File: src/rtl/dpr_pkg.sv
package dpr_pkg;
  localparam int FRAME_W  = 32;
  localparam int MASK_W   = 8;
  localparam int OP_LSB   = 24;
  localparam int FX_LSB   = 17;
  localparam int PM_LSB   = 8;
  localparam logic [3:0] OP_PWR    = 4'b0100;
  localparam logic [3:0] OP_REF_ST = 4'b1000;
  localparam logic [3:0] OP_REF_FX = 4'b1001;

  typedef enum logic [1:0] {
    PM_UP     = 2'b00,
    PM_PD1K   = 2'b01,
    PM_PD100K = 2'b10,
    PM_HIZ    = 2'b11
  } pwr_mode_e;

  typedef enum logic [2:0] {
    RM_ST_OFF = 3'd0,
    RM_ST_TRK = 3'd1,
    RM_FX_TRK = 3'd2,
    RM_FX_ON  = 3'd3,
    RM_FX_OFF = 3'd4
  } ref_mode_e;

  typedef struct packed {
    logic              pwr_wr;
    pwr_mode_e         pwr_mode;
    logic [MASK_W-1:0] mask;
    logic              st_wr;
    logic              st_on;
    logic              fx_wr;
    logic [2:0]        fx_code;
  } dpr_cmd_t;
endpackage

File: src/rtl/dpr_decode.sv
module dpr_decode
  import dpr_pkg::*;
(
  input  logic               valid,
  input  logic [FRAME_W-1:0] frame,
  output dpr_cmd_t           cmd
);
  logic       ok;
  logic [3:0] op;

  always_comb begin
    op  = frame[OP_LSB +: 4];
    ok  = valid && !frame[FRAME_W-1];
    cmd.pwr_wr   = ok && (op == OP_PWR);
    cmd.pwr_mode = pwr_mode_e'(frame[PM_LSB +: 2]);
    cmd.mask     = frame[MASK_W-1:0];
    cmd.st_wr    = ok && (op == OP_REF_ST);
    cmd.st_on    = frame[0];
    cmd.fx_wr    = ok && (op == OP_REF_FX);
    cmd.fx_code  = frame[FX_LSB +: 3];
  end
endmodule

File: src/rtl/dpr_chan_bank.sv
module dpr_chan_bank
  import dpr_pkg::*;
#(
  parameter int NCH = 8
) (
  input  logic             clk,
  input  logic             rst,
  input  logic             wr,
  input  pwr_mode_e        mode_in,
  input  logic [NCH-1:0]   mask,
  output logic [2*NCH-1:0] modes,
  output logic             any_up
);
  pwr_mode_e      mode_q [NCH];
  logic [NCH-1:0] up_vec;

  for (genvar i = 0; i < NCH; i++) begin : g_ch
    always_ff @(posedge clk) begin
      if (rst)                  mode_q[i] <= PM_UP;
      else if (wr && mask[i])   mode_q[i] <= mode_in;
    end
    assign modes[2*i +: 2] = mode_q[i];
    assign up_vec[i]       = (mode_q[i] == PM_UP);

    // a selected channel takes the commanded mode
    a_r2_masked_takes: assert property (@(posedge clk) disable iff (rst)
      (wr && mask[i]) |=> (mode_q[i] == $past(mode_in)));
    // an unselected channel holds its mode
    a_r2_unmasked_holds: assert property (@(posedge clk) disable iff (rst)
      !(wr && mask[i]) |=> $stable(mode_q[i]));
  end

  assign any_up = |up_vec;
endmodule

File: src/rtl/dpr_ref_ctrl.sv
module dpr_ref_ctrl
  import dpr_pkg::*;
(
  input  logic       clk,
  input  logic       rst,
  input  logic       st_wr,
  input  logic       st_on,
  input  logic       fx_wr,
  input  logic [2:0] fx_code,
  input  logic       any_up,
  output logic       ref_en
);
  ref_mode_e mode_q;
  logic      in_flex;

  assign in_flex = (mode_q == RM_FX_TRK) || (mode_q == RM_FX_ON) || (mode_q == RM_FX_OFF);

  always_ff @(posedge clk) begin
    if (rst) begin
      mode_q <= RM_ST_OFF;
    end else if (st_wr && !in_flex) begin
      mode_q <= st_on ? RM_ST_TRK : RM_ST_OFF;
    end else if (fx_wr) begin
      case (fx_code)
        3'b100:  mode_q <= RM_FX_TRK;
        3'b101:  mode_q <= RM_FX_ON;
        3'b110:  mode_q <= RM_FX_OFF;
        3'b000:  mode_q <= RM_ST_OFF;
        default: mode_q <= mode_q;
      endcase
    end
  end

  always_comb begin
    case (mode_q)
      RM_ST_TRK, RM_FX_TRK: ref_en = any_up;
      RM_FX_ON:             ref_en = 1'b1;
      default:              ref_en = 1'b0;
    endcase
  end

  // static commands leave the flexible scheme untouched
  a_r7_static_ignored: assert property (@(posedge clk) disable iff (rst)
    (st_wr && in_flex) |=> $stable(mode_q));
  // unused flexible codes hold state
  a_r8_bad_code_holds: assert property (@(posedge clk) disable iff (rst)
    (fx_wr && !(fx_code inside {3'b000, 3'b100, 3'b101, 3'b110})) |=> $stable(mode_q));
  // code 000 returns to static with the reference off
  a_r6_back_to_static: assert property (@(posedge clk) disable iff (rst)
    (fx_wr && fx_code == 3'b000) |=> (mode_q == RM_ST_OFF && !ref_en));
  // enable only with a live channel unless forced on
  a_r4_en_needs_source: assert property (@(posedge clk) disable iff (rst)
    ref_en |-> (any_up || mode_q == RM_FX_ON));
endmodule

File: src/rtl/dac_pwr_ref_ctrl.sv
module dac_pwr_ref_ctrl
  import dpr_pkg::*;
#(
  parameter int NCH = 8
) (
  input  logic             clk,
  input  logic             rst,
  input  logic             cmd_valid,
  input  logic [31:0]      cmd_frame,
  output logic [2*NCH-1:0] ch_mode,
  output logic             ref_en
);
  dpr_cmd_t cmd;
  logic     any_up;

  dpr_decode u_dec (
    .valid (cmd_valid),
    .frame (cmd_frame),
    .cmd   (cmd)
  );

  dpr_chan_bank #(.NCH(NCH)) u_bank (
    .clk     (clk),
    .rst     (rst),
    .wr      (cmd.pwr_wr),
    .mode_in (cmd.pwr_mode),
    .mask    (cmd.mask[NCH-1:0]),
    .modes   (ch_mode),
    .any_up  (any_up)
  );

  dpr_ref_ctrl u_ref (
    .clk     (clk),
    .rst     (rst),
    .st_wr   (cmd.st_wr),
    .st_on   (cmd.st_on),
    .fx_wr   (cmd.fx_wr),
    .fx_code (cmd.fx_code),
    .any_up  (any_up),
    .ref_en  (ref_en)
  );

  // a rejected frame leaves all channel modes unchanged
  a_r9_idle_holds: assert property (@(posedge clk) disable iff (rst)
    !cmd.pwr_wr |=> $stable(ch_mode));
endmodule

File: config.mk
export PLATFORM = sky130hd
export DESIGN_NAME = dac_pwr_ref_ctrl
export DESIGN_NICKNAME = d
export VERILOG_FILES = /design/src/rtl/dpr_pkg.sv /design/src/rtl/dpr_decode.sv /design/src/rtl/dpr_chan_bank.sv /design/src/rtl/dpr_ref_ctrl.sv /design/src/rtl/dac_pwr_ref_ctrl.sv
export SDC_FILE = /design/constraint.sdc
export NUM_CORES = 1
export LEC_CHECK = 0
export BUFFER_PORTS_ARGS = -buffer_cell sky130_fd_sc_hd__buf_2
export CAP_MARGIN = 10
export CELL_PAD_IN_SITES_DETAIL_PLACEMENT = 1
export CELL_PAD_IN_SITES_GLOBAL_PLACEMENT = 1
export CORE_ASPECT_RATIO = 0.7
export CORE_MARGIN = 2
export CORE_UTILIZATION = 34
export CTS_BUF_LIST = sky130_fd_sc_hd__clkbuf_2
export CTS_CLUSTER_DIAMETER = 50
export CTS_CLUSTER_SIZE = 28
export DETAILED_ROUTE_END_ITERATION = 8
export HOLD_SLACK_MARGIN = 0.05
export PLACE_DENSITY = 0.89
export SETUP_SLACK_MARGIN = 0.4
export SLEW_MARGIN = 10
export SYNTH_ARGS = -nofsm -noshare
export SYNTH_HDL_FRONTEND = slang
export SYNTH_HIERARCHICAL = 1
export SYNTH_SLANG_ARGS = --single-unit
File: constraint.sdc
create_clock -name clk -period 1.86 [get_ports clk]
set_clock_uncertainty 0.1 [all_clocks]
set_input_delay 0.279 -clock clk [delete_from_list [all_inputs] [get_ports clk]]
set_output_delay 0.279 -clock clk [all_outputs]
set_load 0.02 [all_outputs]
# Word level (Yosys, flattened, before mapping)
# Memories as Yosys holds them, arrays and structs flattened.
# Cells that the tools add are included.
[totals]
reg_bits = 3
latchBits = 0
mem_bits_rw = 16
mem_bits_ro = 0
in_bits = 35
output_inout_bits = 17
word_cells = 90
mem_count = 1
[memory_table]
columns = ["memory", "depth", "word_bits", "read_ports", "rd_ports_with_merged_regs", "wr", "line_no", "source"]
rows = [
  ["u_bank.mode_q", 8, 2, 8, 0, 8, "dpr_chan_bank.sv:14", "pwr_mode_e mode_q [NCH];"],
]
[classes]
addsub = 0
n_mul = 0
div_mod_pow = 0
n_lt_le_gt_ge = 0
n_eq_ne = 10
shift = 0
n_mux = 39
bitwise_logic = 8
reduce_logical = 31
[ops]
columns = ["operator", "n"]
rows = [
  ["$mux 1", 27],
  ["$logic_not 2->1", 8],
  ["$mux 2", 8],
  ["$logic_and 1x1->1", 13],
  ["$eq 3x3->1 const B", 4],
  ["$pmux 3 s4", 1],
  ["$eq 4x4->1 const B", 2],
  ["$or 1x1->1", 8],
  ["$reduce_or 8->1", 1],
  ["$eq 3x2->1 const B", 2],
  ["$mux 3", 2],
  ["$reduce_bool 5->1", 1],
  ["$eq 4x3->1 const B", 1],
  ["$eq 3x1->1 const B", 1],
  ["$logic_not 3->1", 1],
  ["$logic_not 1->1", 2],
  ["$logic_or 1x1->1", 2],
  ["$pmux 1 s2", 1],
  ["$reduce_and 2->1", 1],
  ["$reduce_bool 2->1", 1],
  ["$reduce_or 2->1", 1],
]

# Logic depth before layout (Yosys ltp)
[depth]
word_depth = 8
depth_mapped = 5

# Modules after synthesis
# The synthesis kept the hierarchy.
[modules_own_cells]
columns = ["module", "instances", "cells_each", "area_each_um2", "seq_area_each_um2"]
rows = [
  ["dpr_chan_bank", 1, 58, 679.4, 480.5],
  ["dpr_ref_ctrl", 1, 25, 209.0, 60.1],
  ["dpr_decode", 1, 21, 147.6, 0.0],
]

# Worst setup path before layout
# No wires, ideal clock.
[synth_timing]
kind = "register to output"
start = "memory u_bank/mode_q[0][5] (netlist name)"
end = "output ref_en"
t_arrival_ns = 1.293
path_slack_ns = 0.188
path_stages_with_launch = 5
path_buffers = 0
path_cell_list = "edfxtp_1 o22ai_1 or4_1 o21ai_0 a21oi_1"
[synth_lines]
columns = ["item", "line_no", "source"]
rows = [
  ["start, declared", "dpr_chan_bank.sv:14", ""],
  ["end, declared", "dac_pwr_ref_ctrl.sv:11", "output logic ref_en"],
]

==> flow_metrics.env <==
export IMPL_status="finished, violations left"
export IMPL_violations="negative setup slack"
export IMPL_row_count=16
export IMPL_reg2reg_to="u_ref/mode_q[0]$_SDFFE_PP0P_"
export IMPL_ctsHoldBuffers=0
export IMPL_grt_max_degree=14
export IMPL_clkLatencyLatePin_ns=0.30
export IMPL_ir_drop_mv=0.3024
export IMPL_drt_pass1_iter_count=4
export IMPL_track_usage=0.1482
export IMPL_worstSetupEndpointType="output pin"
export IMPL_fin_util=0.4437
export IMPL_grt_pass1_wl_um=3926
export IMPL_critPathLaunchType="flip-flop"
export IMPL_relSlewSlack=0.7595
export IMPL_avgSynthCellArea_um2=9.961
export IMPL_fin_crit_ns=1.966
export IMPL_via_per_inst=4.941
export IMPL_placed_cell_area_um2=1165
export IMPL_first_global_vias=883
export IMPL_crit_end="ref_en"
export IMPL_fp_dieW_um=69.98
export IMPL_grt_overflow_total=0
export IMPL_pin_count=52
export IMPL_syn_inst=104
export IMPL_seqPwrFrac=0.619
export IMPL_crit_start="u_bank/mode_q[0][4]$_SDFFCE_PN0P_"
export IMPL_worstRegToRegCells=3
export IMPL_cp_max_fo=2
export IMPL_worst_pin_slew_ns=0.3607
export IMPL_cts_tree="done"
export IMPL_coreArea_um2=2843
export IMPL_intPower_mw=0.5863
export IMPL_htree_num_levels=1
export IMPL_ys_ff_latch=19
export IMPL_path_clk_slew_ns=0.18
export IMPL_yosysSeqAreaShare=0.5217
export IMPL_critical_path_required_ns=1.48
export IMPL_synth_warnings=6
export IMPL_p_per_area_nw_per_um2=630.6
export IMPL_netlist_area_um2=1036
export IMPL_numCtsBuffers=3
export IMPL_layout_drive_gt1_share=0.4030
export IMPL_crit_arrival_ns=1.59
export IMPL_finalCritPeriodShare=1.057
export IMPL_antenna_found_initial=0
export IMPL_r2r_start="u_ref/mode_q[1]$_SDFFE_PP0P_"
export IMPL_fin_area_um2=1261
export IMPL_num_vias=840
export IMPL_drt_iter0_drc=10
export IMPL_synth_area_top_cells="edfxtp_1 46%, buf_4 10%, nand2b_1 7.9%"
export IMPL_io_buffer_count=37
export IMPL_final_antenna_net_count=0
export IMPL_yosysTopAreaCellShare=0.4638
export IMPL_p_sw_frac=0.2628
export IMPL_die_area_um2=3512
export IMPL_worstHoldStart="cmd_frame[18]"
export IMPL_worstSetupPathType="reg2out"
export IMPL_path_cells="o22ai_1, or4_1, o21ai_2, a21oi_2, buf_6"
export IMPL_maxSlewViolCount=0
export IMPL_final_nets=170
export IMPL_combPwrFrac=0.164
export IMPL_routed_wl_um=2477
export IMPL_clkSinkCount=19
export IMPL_setup_slack_ns=-0.1058
export IMPL_die_h_um=50.19
export IMPL_clock_path_buffers=2
export IMPL_gp_congestion=0.7115
export IMPL_timing_fmax_mhz=508.7
export IMPL_clockRootBuffer="clkbuf_2"
export IMPL_synth_largest_area_cell="edfxtp_1"
export IMPL_drc_errors=0
export IMPL_n_antenna_cell=0
export IMPL_synth_fp_nets=139
export IMPL_hold_violations=0
export IMPL_initial_core_util=0.3644
export IMPL_r2r_slack_ns=0.46
export IMPL_p_clk_frac=0.218
export IMPL_slowest_stage="or4_1"
export IMPL_post_drt_wl_per_cell_um=14.57
export IMPL_grt_setup_unrepaired="yes"
export IMPL_min_path_type="in2reg"
export IMPL_maxCapViolCount=0
export IMPL_cp_slowest_stage_delay_ns=0.54
export IMPL_leakage_nw=0.5167
export IMPL_dp_hpwl_um=2039
export IMPL_p_sw_mw=0.2090
export IMPL_yosysUniqueCellTypes=25
export IMPL_area_growth_pct=21.74
export IMPL_setup_viol=1
## synth_stat cells
master,n
a211oi_1,1
a21oi_1,1
a311oi_2,1
and3_1,1
and3b_1,2
and4b_1,1
buf_2,2
buf_4,14
clkbuf_1,1
dfxtp_1,3
edfxtp_1,16
inv_1,3
nand2_1,9
nand2b_1,13
nand3_1,1
nor2_1,16
nor2b_1,2
nor4_1,3
o211a_1,1
o21ai_0,5
o22ai_1,4
o31a_1,1
or2b_1,1
or3b_1,1
or4_1,1
## layout make-up
cell class,count,area (µm²)
Inverter,3,11.26
Clock inverter,1,5.005
Tap cell,36,45.04
Fill cell,338,1582
Timing Repair Buffer,43,256.5
Multi-Input combinational cell,65,385.4
Clock buffer,3,15.01
Sequential cell,19,543.0
## per-stage QoR
stage	hold slack, ns	instances	power (mW)	TNS (ns)	worst slack, ns
2_1_floorplan	0.2469	104	0.5825	0	0.2190
3_3_place_gp	0.4279	161	0.6105	0	0.2179
3_5_place_dp	0.4405	161	0.6175	0	0.1383
4_1_cts	0.1504	167	0.7896	-0.1478	-0.1478
5_1_grt	0.1651	170	0.8319	-0.1980	-0.1980
6_report	0.1601	170	0.7953	-0.1058	-0.1058
## placed cells by master (no fill, tap or decap), drive strengths merged, types with 2 or more instances in the layout
cell and n:
buf 43, nor2 16, edfxtp 16, nand2b 13
nand2 9, o21ai 5, o22ai 4, clkbuf 3
inv 3, nor4 3, dfxtp 3, and3b 2
nor2b 2
## sequential cells by signal, indices dropped and copies added (netlist names)
register and count:
u_bank/mode_q 16, u_ref/mode_q 3
## worst max-delay path: cells and delay by family, from the launching register on
family          cells  cell delay [ns]
buf+inv             1             0.12
simple gates        1             0.54
flops               1             0.40
compound gates      3             0.23
## routing by layer
| metal | track usage | share of wire | vias to the layer above |
|---|---|---|---|
| met4 | 0.05449 | 0.017 | 0 |
| met5 | 0 | 0 | - |
| met1 | 0.1505 | 0.37 | 401 |
| met3 | 0.04819 | 0.063 | 4 |
| li1 | - | - | 409 |
| met2 | 0.2857 | 0.55 | 26 |
## timing repair
item                       in CTS  in global routing
resized for setup               0                 12
pin swaps                       0                  1
setup endpoints to repair       1                  5
buffers inserted                2                  3
## worst min-delay path by stage
| stage | to | slack (ns) | cells after the start |
|---|---|---|---|
| after floorplan | u_ref/mode_q[0]$_SDFFE_PP0P_ | 0.25 | 1 |
| after global placement | u_ref/mode_q[2]$_SDFFE_PP0P_ | 0.43 | 2 |
| after detailed placement | u_ref/mode_q[2]$_SDFFE_PP0P_ | 0.44 | 2 |
| after CTS | u_ref/mode_q[2]$_SDFFE_PP0P_ | 0.15 | 3 |
| after global routing | u_ref/mode_q[0]$_SDFFE_PP0P_ | 0.17 | 2 |
| final | u_ref/mode_q[2]$_SDFFE_PP0P_ | 0.16 | 3 |
## power groups by stage
stage                     Clock (mW)  Sequential (mW)  Combinational, mW
after global placement             0            0.501              0.110
after floorplan                    0            0.525             0.0572
final                          0.173            0.492              0.130
after CTS                      0.178            0.492              0.119
after global routing           0.197            0.494              0.141
after detailed placement           0            0.502              0.116
## logic make-up after synthesis
kind of cell,Yosys count,synth area share
buffers and inverters,20,0.1256
DFF,19,0.5217
and+or+nand+nor,51,0.2597
AOI/OAI and AO/OA,14,0.09298
Power figures use the tool's default switching activity.
